==> src/rtl/fsd_pkg.sv <==
package fsd_pkg;

  localparam int NUM_DIGITS = 4;
  localparam int SEG_W      = 7;
  localparam int BCD_W      = 4;

  typedef enum logic [1:0] {
    SHOW_NORMAL = 2'd0,
    SHOW_UNDER  = 2'd1,
    SHOW_OVER   = 2'd2
  } show_mode_e;

  // segment order a..g, bit 6 = a, active high
  localparam logic [SEG_W-1:0] GLYPH_H     = 7'b0110111;
  localparam logic [SEG_W-1:0] GLYPH_BLANK = 7'b0000000;

  function automatic logic [SEG_W-1:0] bcd_glyph(input logic [BCD_W-1:0] v);
    logic [SEG_W-1:0] g;
    case (v)
      4'd0: g = 7'b1111110;
      4'd1: g = 7'b0110000;
      4'd2: g = 7'b1101101;
      4'd3: g = 7'b1111001;
      4'd4: g = 7'b0110011;
      4'd5: g = 7'b1011011;
      4'd6: g = 7'b1011111;
      4'd7: g = 7'b1110000;
      4'd8: g = 7'b1111111;
      4'd9: g = 7'b1111011;
      default: g = GLYPH_BLANK;
    endcase
    return g;
  endfunction

  // over-range (or reserved range) wins over under-range
  function automatic show_mode_e pick_mode(input logic [1:0] rng,
                                           input logic over,
                                           input logic under);
    if (over || rng == 2'b11) return SHOW_OVER;
    if (under)                return SHOW_UNDER;
    return SHOW_NORMAL;
  endfunction

  // one-hot position of the decimal point for a normal reading
  function automatic logic [NUM_DIGITS-1:0] point_mask(input logic [1:0] rng);
    logic [NUM_DIGITS-1:0] m;
    m = '0;
    case (rng)
      2'b00:   m[2] = 1'b1;
      2'b01:   m[1] = 1'b1;
      default: m = '0;
    endcase
    return m;
  endfunction

endpackage

==> src/rtl/fsd_scan_timer.sv <==
module fsd_scan_timer #(
  parameter int NUM_DIGITS   = 4,
  parameter int DWELL_CYCLES = 200000
) (
  input  logic                          clk,
  input  logic                          rst_n,
  output logic [$clog2(NUM_DIGITS)-1:0] scan_pos
);
  localparam int CNT_W = (DWELL_CYCLES > 1) ? $clog2(DWELL_CYCLES) : 1;
  localparam int POS_W = $clog2(NUM_DIGITS);
  localparam logic [CNT_W-1:0] CNT_LAST = CNT_W'(DWELL_CYCLES - 1);
  localparam logic [POS_W-1:0] POS_FIRST = POS_W'(NUM_DIGITS - 1);

  logic [CNT_W-1:0] dwell_cnt;
  logic             dwell_done;

  assign dwell_done = (dwell_cnt == CNT_LAST);

  always_ff @(posedge clk or negedge rst_n) begin
    if (!rst_n) begin
      dwell_cnt <= '0;
    end else if (dwell_done) begin
      dwell_cnt <= '0;
    end else begin
      dwell_cnt <= dwell_cnt + 1'b1;
    end
  end

  // leftmost digit first, then step right, wrap to leftmost
  always_ff @(posedge clk or negedge rst_n) begin
    if (!rst_n) begin
      scan_pos <= POS_FIRST;
    end else if (dwell_done) begin
      if (scan_pos == '0) scan_pos <= POS_FIRST;
      else                scan_pos <= scan_pos - 1'b1;
    end
  end

endmodule

==> src/rtl/fsd_glyph_map.sv <==
module fsd_glyph_map
  import fsd_pkg::*;
(
  input  logic [NUM_DIGITS*BCD_W-1:0]          bcd_in,
  input  logic [1:0]                           range_code,
  input  logic                                 under_flag,
  input  logic                                 over_flag,
  output logic [NUM_DIGITS-1:0][SEG_W-1:0]     glyphs,
  output logic [NUM_DIGITS-1:0]                dp_mask
);
  show_mode_e            mode;
  logic [NUM_DIGITS-1:0] pt_pos;

  assign mode   = pick_mode(range_code, over_flag, under_flag);
  assign pt_pos = point_mask(range_code);

  for (genvar g = 0; g < NUM_DIGITS; g++) begin : g_digit
    always_comb begin
      case (mode)
        SHOW_OVER: begin
          glyphs[g]  = GLYPH_H;
          dp_mask[g] = 1'b0;
        end
        SHOW_UNDER: begin
          glyphs[g]  = bcd_glyph(4'd0);
          dp_mask[g] = 1'b0;
        end
        default: begin
          glyphs[g]  = bcd_glyph(bcd_in[g*BCD_W +: BCD_W]);
          dp_mask[g] = pt_pos[g];
        end
      endcase
    end
  end

endmodule

==> src/rtl/fsd_digit_drive.sv <==
module fsd_digit_drive
  import fsd_pkg::*;
(
  input  logic                              clk,
  input  logic                              rst_n,
  input  logic [$clog2(NUM_DIGITS)-1:0]     scan_pos,
  input  logic [NUM_DIGITS-1:0][SEG_W-1:0]  glyphs,
  input  logic [NUM_DIGITS-1:0]             dp_mask,
  output logic [SEG_W-1:0]                  seg_n,
  output logic                              dp_n,
  output logic [NUM_DIGITS-1:0]             sel_n
);
  always_ff @(posedge clk or negedge rst_n) begin
    if (!rst_n) begin
      seg_n <= '1;
      dp_n  <= 1'b1;
      sel_n <= '1;
    end else begin
      seg_n <= ~glyphs[scan_pos];
      dp_n  <= ~dp_mask[scan_pos];
      sel_n <= ~(NUM_DIGITS'(1) << scan_pos);
    end
  end

endmodule

==> src/rtl/freq_seg_display.sv <==
module freq_seg_display
  import fsd_pkg::*;
#(
  parameter int DWELL_CYCLES = 200000
) (
  input  logic                         clk,
  input  logic                         rst_n,
  input  logic [NUM_DIGITS*BCD_W-1:0]  bcd_in,
  input  logic [1:0]                   range_code,
  input  logic                         under_flag,
  input  logic                         over_flag,
  output logic [SEG_W-1:0]             seg_n,
  output logic                         dp_n,
  output logic [NUM_DIGITS-1:0]        sel_n
);
  localparam int POS_W = $clog2(NUM_DIGITS);

  logic [POS_W-1:0]                scan_pos;
  logic [NUM_DIGITS-1:0][SEG_W-1:0] glyphs;
  logic [NUM_DIGITS-1:0]           dp_mask;

  fsd_scan_timer #(
    .NUM_DIGITS  (NUM_DIGITS),
    .DWELL_CYCLES(DWELL_CYCLES)
  ) u_timer (
    .clk     (clk),
    .rst_n   (rst_n),
    .scan_pos(scan_pos)
  );

  fsd_glyph_map u_map (
    .bcd_in    (bcd_in),
    .range_code(range_code),
    .under_flag(under_flag),
    .over_flag (over_flag),
    .glyphs    (glyphs),
    .dp_mask   (dp_mask)
  );

  fsd_digit_drive u_drive (
    .clk     (clk),
    .rst_n   (rst_n),
    .scan_pos(scan_pos),
    .glyphs  (glyphs),
    .dp_mask (dp_mask),
    .seg_n   (seg_n),
    .dp_n    (dp_n),
    .sel_n   (sel_n)
  );

endmodule

==> config.mk <==
export PLATFORM = sky130hd
export DESIGN_NAME = freq_seg_display
export DESIGN_NICKNAME = d
export VERILOG_FILES = /design/src/rtl/fsd_pkg.sv /design/src/rtl/fsd_scan_timer.sv /design/src/rtl/fsd_glyph_map.sv /design/src/rtl/fsd_digit_drive.sv /design/src/rtl/freq_seg_display.sv
export SDC_FILE = /design/constraint.sdc
export NUM_CORES = 1
export LEC_CHECK = 0
export BUFFER_PORTS_ARGS = -buffer_cell sky130_fd_sc_hd__buf_2
export CORE_UTILIZATION = 40
export DETAILED_ROUTE_END_ITERATION = 7
export PLACE_DENSITY_LB_ADDON = 0.05
export SYNTH_ARGS = -nofsm -noshare
export SYNTH_HDL_FRONTEND = slang
export SYNTH_SLANG_ARGS = --single-unit
==> constraint.sdc <==
create_clock -name clk -period 3.55 [get_ports clk]
set_clock_uncertainty 0.15 [all_clocks]
set_input_delay 0.355 -clock clk [delete_from_list [all_inputs] [get_ports clk]]
set_output_delay 0.355 -clock clk [all_outputs]
set_load 0.01 [all_outputs]
# Word level (Yosys, flattened, before mapping)
# Memory sizes are Yosys's and may differ from the RTL's.
# Cells that the tools add are included.
# classes
n_eq_ne	5
n_shift	1
muxes	21
bitwise_logic	3
add_sub_neg	2
n_reduce_logical	4
order_cmp	1
# op_table
operator	n
7-bit case mux with 2 select lines	4
18-bit by 1-bit adder with 18-bit output (second input constant)	1
18-bit == test (second input constant)	1
18-bit two-way mux	1
7-bit binary-select mux with 2-bit select	1
2-bit two-way mux	5
1-bit two-way mux	8
7-bit two-way mux	1
7-bit inverter	1
2-bit by 1-bit == test with 1-bit output (second input constant)	2
2-bit == test (second input constant)	2
2-bit zero test	2
4-bit inverter	1
1-bit by 2-bit left shift with 4-bit output (first input constant)	1
2-bit by 3-bit less-than comparator with 1-bit output (second input constant)	1
1-bit binary-select mux with 2-bit select	1
2-bit OR reduction	1
2-bit by 1-bit subtractor with 2-bit output (second input constant)	1
1-bit logical OR	1
1-bit inverter	1
# word_totals
rom_bits	448
out_inout_bits	12
n_memories	4
reg_bits	32
# memory_table
name	words	width	read_ports	rd_clocked_by_memory_dff	write_ports	line	source
(no name shown)	16	7	1	0	0	fsd_pkg.sv:19	case (v)
(no name shown)	16	7	1	0	0	fsd_pkg.sv:19	
(no name shown)	16	7	1	0	0	fsd_pkg.sv:19	
(no name shown)	16	7	1	0	0	fsd_pkg.sv:19	

# Longest topological paths before layout
# depth
depth_word	12
ltp_mapped	7
depth_no_buf	7

# Modules after synthesis
# Synthesis repeated with hierarchy kept, for this count alone.
# hier_totals
cells_unflattened	273
area_unflattened_um2	2596.2
# by_module_without_submodules
mod	seq_area_each_um2	cells_each	area_each_um2	n_inst
fsd_glyph_map	0.0	146	1048.5	1
fsd_scan_timer	503.0	93	974.7	1
fsd_digit_drive	315.3	34	573.0	1

# Worst setup path before layout
# No wires, ideal clock.
# synth_timing
path_type	reg-to-reg
start	register u_timer.dwell_cnt[0]
end	register u_timer.scan_pos[0]
stages_incl_launch_ff	7
path_buffers	2
period_less_slack_ns	1.570
slack_ns	1.980
arrival_ns	1.345
path_cell_list	dfrtp_1 -> ha_1 -> and3_1 -> buf_6 -> and3_4 -> buf_6 -> a31oi_4
# synth_between
elab_chain_len	1
# synth_rtl
element	line	source
start: declaration	fsd_scan_timer.sv:14	logic [CNT_W-1:0] dwell_cnt;
start signal: assignment	fsd_scan_timer.sv:25	dwell_cnt <= dwell_cnt + 1'b1;
18-bit == test	fsd_scan_timer.sv:17	assign dwell_done = (dwell_cnt == CNT_LAST);
end signal: assignment	fsd_scan_timer.sv:35	else scan_pos <= scan_pos - 1'b1;
end: declaration	fsd_scan_timer.sv:7	output logic [$clog2(NUM_DIGITS)-1:0] scan_pos
# No other way between the ends.
# A chain may end at the register's enable or synchronous reset.

# Worst setup path after layout
# layout_timing
start	register u_timer.scan_pos[0]
end	register u_drive.seg_n[4]
# layout_between
elab_chain_len	3
# layout_rtl
element	line	source
7-bit binary-select mux with 2-bit select	fsd_digit_drive.sv:19	seg_n <= ~glyphs[scan_pos];
7-bit two-way mux (not written as such)	fsd_digit_drive.sv:19	
7-bit inverter	fsd_digit_drive.sv:19	
end signal: assignment	fsd_digit_drive.sv:19	
end: declaration	fsd_digit_drive.sv:9	output logic [SEG_W-1:0] seg_n,
# No other way between the ends. The select of a mux whose other input is x is not followed.

==> impl_metrics.tcl <==
set metrics [dict create \
    status "finished with violations" \
    violations "hold timing" \
    r2r_slack_ps 1580 \
    wl_met3_um 187 \
    grt_use_total_pct 17.0 \
    first_global_vias 1672 \
    timing.rr.end "u_drive.seg_n[4]" \
    power_density_nw_per_um2 286 \
    fp.dieW_um 78.2 \
    wl_met1_um 2290 \
    wl_per_cell_um 13.6 \
    endpoint_kind "flop" \
    ant_nets 0 \
    via_count 1852 \
    worst_pin_slew_ps 714 \
    crit_required_ps 3590 \
    ys_ff_latch 32 \
    min_period_ps 1970 \
    fill_cells 553 \
    cts_resized 0 \
    fin_cells 355 \
    netlist_instances 250 \
    rr_startpoint "u_timer.scan_pos[0]" \
    cpPeakStageDelay_ps 830 \
    cp_top_family "flip-flops" \
    leakagePower_uw 0.00121 \
    worstHoldPathType "in2async" \
    path_buf_inv 1 \
    grt.overflow.total 0 \
    clock-sinks 32 \
    initial_utilization_pct 41.9 \
    portBuffers 33 \
    slew_headroom_pct 52.4 \
    core_region_area_um2 5540 \
    cts_made_buffers 5 \
    cts_setup_buffers 0 \
    antenna_found_initial 0 \
    area_growth_pct 12.3 \
    ir_drop_v 0.000142 \
    htree_levels 2 \
    hpwl_um 3610 \
    async_flop_share_pct 100 \
    die_area_um2 6110 \
    wl_met2_um 2280 \
    clkSlewWorstSetupHoldPaths_ps 60 \
    yosys.area.top_type "dfrtp_1" \
    die_y_um 78.2 \
    internal-power_uw 552 \
    netSwitchingFraction_pct 26.1 \
    totalWireLength_um 4830 \
    netlist_area_um2 2320 \
    vias_per_cell 5.22 \
    period_share_pct 55.4 \
    synth_enable_flop_cells 0 \
    cp.arrival_ps 2010 \
    top_layer "met4" \
    rsz0062_at_grt "no" \
    antenna_cells 0 \
    holdBufCountCts 0 \
    placedCellCount 347 \
    hold_viol 18 \
    syn_area_per_cell_um2 9.29 \
    drive_gt1_share_pct 23.7 \
    grt_max_degree 33 \
    clk_path_buf_depth 2 \
    clock_latency_ps 280 \
    ys_seq_area_share_pct 35.2 \
    switching_power_uw 195 \
    finalMaxSlewViolations 0 \
    drtIter0Drc 120 \
    setup-violations-final 0 \
    clkPwrFrac_pct 35.2 \
    cts_tree "yes" \
    root_buffer "clkbuf_8" \
    synth.distinct_cells 49 \
    grt_pass1_wl_um 8090 \
    worstRegToRegCells 3 \
    crit_start "u_timer.scan_pos[0]" \
    yosysWarnings 0 \
    cp_max_fo 25 \
    drtPass1Iterations 4 \
    fin_nets 333 \
    drc 0 \
    cp_slowest_cell "dfstp_2" \
    synth_nets 301 \
    final.setup.tns_ps 0 \
    hold_slack_ps -21.4 \
    pin_count 34 \
    clock.fmax_mhz 509 \
    gp_congestion 0.799 \
    path_cells "inv_2, or3_1, a311oi_2" \
    synth_top_area_share_pct 19.4 \
    yosysMostFrequentCell "ha_1" \
    synthFlopType "dfrtp_1" \
    ys_top_cells_by_area "dfrtp_1 (19%), dfstp_2 (16%), ha_1 (16%), a21oi_1 (4.1%), o21ai_0 (3.9%)" \
    startpoint_type "flop" \
    rows 27 \
    maxCapViolations 0 \
    p_seq_share_pct 50.2 \
    yosys-top-cells-count "ha_1 (29), inv_1 (22), a21oi_1 (19)" \
    power_frac_comb_pct 14.6 \
    path_class "reg2reg" \
]
metal layers:
metal	vias up	global-route usage (%)
li1	931	-
met1	869	22.3
met2	46	26.9
met3	6	3.49
met4	0	7.59
met5	-	0
worst reg2reg max path, delay by kind of cell (launching register included):
kind	cells	cell delay, ps
compound gates	1	280
buf+inv	1	210
flops	1	830
simple gates	1	420
flip-flops by register name, indices dropped and copies added (netlist names):
register,cells
u_timer.dwell_cnt,18
u_drive.seg_n,7
u_drive.sel_n,4
u_timer.scan_pos,2
u_drive.dp_n,1
kinds of logic (layout without fill, tap and decap cells):
kind of cell | Yosys count | in the layout | synth area share (%)
flops | 32 | 32 | 35.2
fa+ha+maj | 29 | 29 | 15.6
buf+inv | 32 | 65 | 6.03
simple gates | 75 | 75 | 17.8
mux | 1 | 1 | 0.431
compound gates | 64 | 64 | 18.4
xor+xnor | 17 | 17 | 6.41
power groups by stage:
stage | Clock (uW) | Sequential (uW) | Combinational, uW
after floorplan | 0 | 383 | 58.2
after global placement | 0 | 381 | 111
after detailed placement | 0 | 381 | 110
after CTS | 276 | 375 | 110
after global routing | 294 | 375 | 125
final | 263 | 375 | 109
cell type report:
type	count	area (um2)	area share, %
well taps	72	90.1	3.45
clock buffers	7	76.3	2.93
multi-input cells	186	1360	52.3
clock inverters	1	5.00	0.192
repair buffers	33	165	6.33
inverters	24	90.1	3.45
flip-flops and latches	32	818	31.4
layout by cell type, fill, tap and decap left out, drive strengths merged, types with 2 or more instances in the layout:
| master | instances |
|---|---|
| nor4 | 2 |
| nand4 | 2 |
| a221oi | 2 |
| o32ai | 2 |
| xor2 | 10 |
| a311oi | 2 |
| o31ai | 3 |
| inv | 24 |
| and2 | 2 |
| or2b | 2 |
| nand3 | 11 |
| nor2b | 2 |
| a21oi | 19 |
| o21ai | 18 |
| or3 | 4 |
| a211oi | 4 |
| a31oi | 2 |
| xnor2 | 7 |
| ha | 29 |
| o221ai | 3 |
| nor2 | 19 |
| buf | 33 |
| dfstp | 14 |
| clkbuf | 7 |
| nand2b | 7 |
| and3 | 4 |
| nor3 | 3 |
| o311a | 2 |
| and4 | 2 |
| or2 | 3 |
| dfrtp | 18 |
| nand2 | 10 |
| o22ai | 2 |
through the flow:
step | area (um2) | total power (uW) | utilization, % | hold WS [ps] | worst slack [ps]
2_1_floorplan | 2320 | 442 | - | -90.6 | 1980
3_3_place_gp | 2530 | 492 | 45.6 | 302 | 1600
3_5_place_dp | 2530 | 490 | 45.6 | 307 | 1600
4_1_cts | 2610 | 760 | 47.1 | 5.55 | 1590
5_1_grt | 2610 | 793 | 47.1 | 28.4 | 1470
6_report | 2610 | 747 | 47.1 | -21.4 | 1580
worst max-delay path by stage:
stage                          endpoint  slack (ps)  depth (start not counted)
floorplan           u_timer.scan_pos[0]        1980                          6
global placement       u_drive.seg_n[4]        1600                          3
detailed placement     u_drive.seg_n[4]        1600                          3
CTS                    u_drive.seg_n[4]        1590                          3
global route           u_drive.seg_n[4]        1470                          3
finish                 u_drive.seg_n[4]        1580                          3
(Power assumes the default switching activity.)
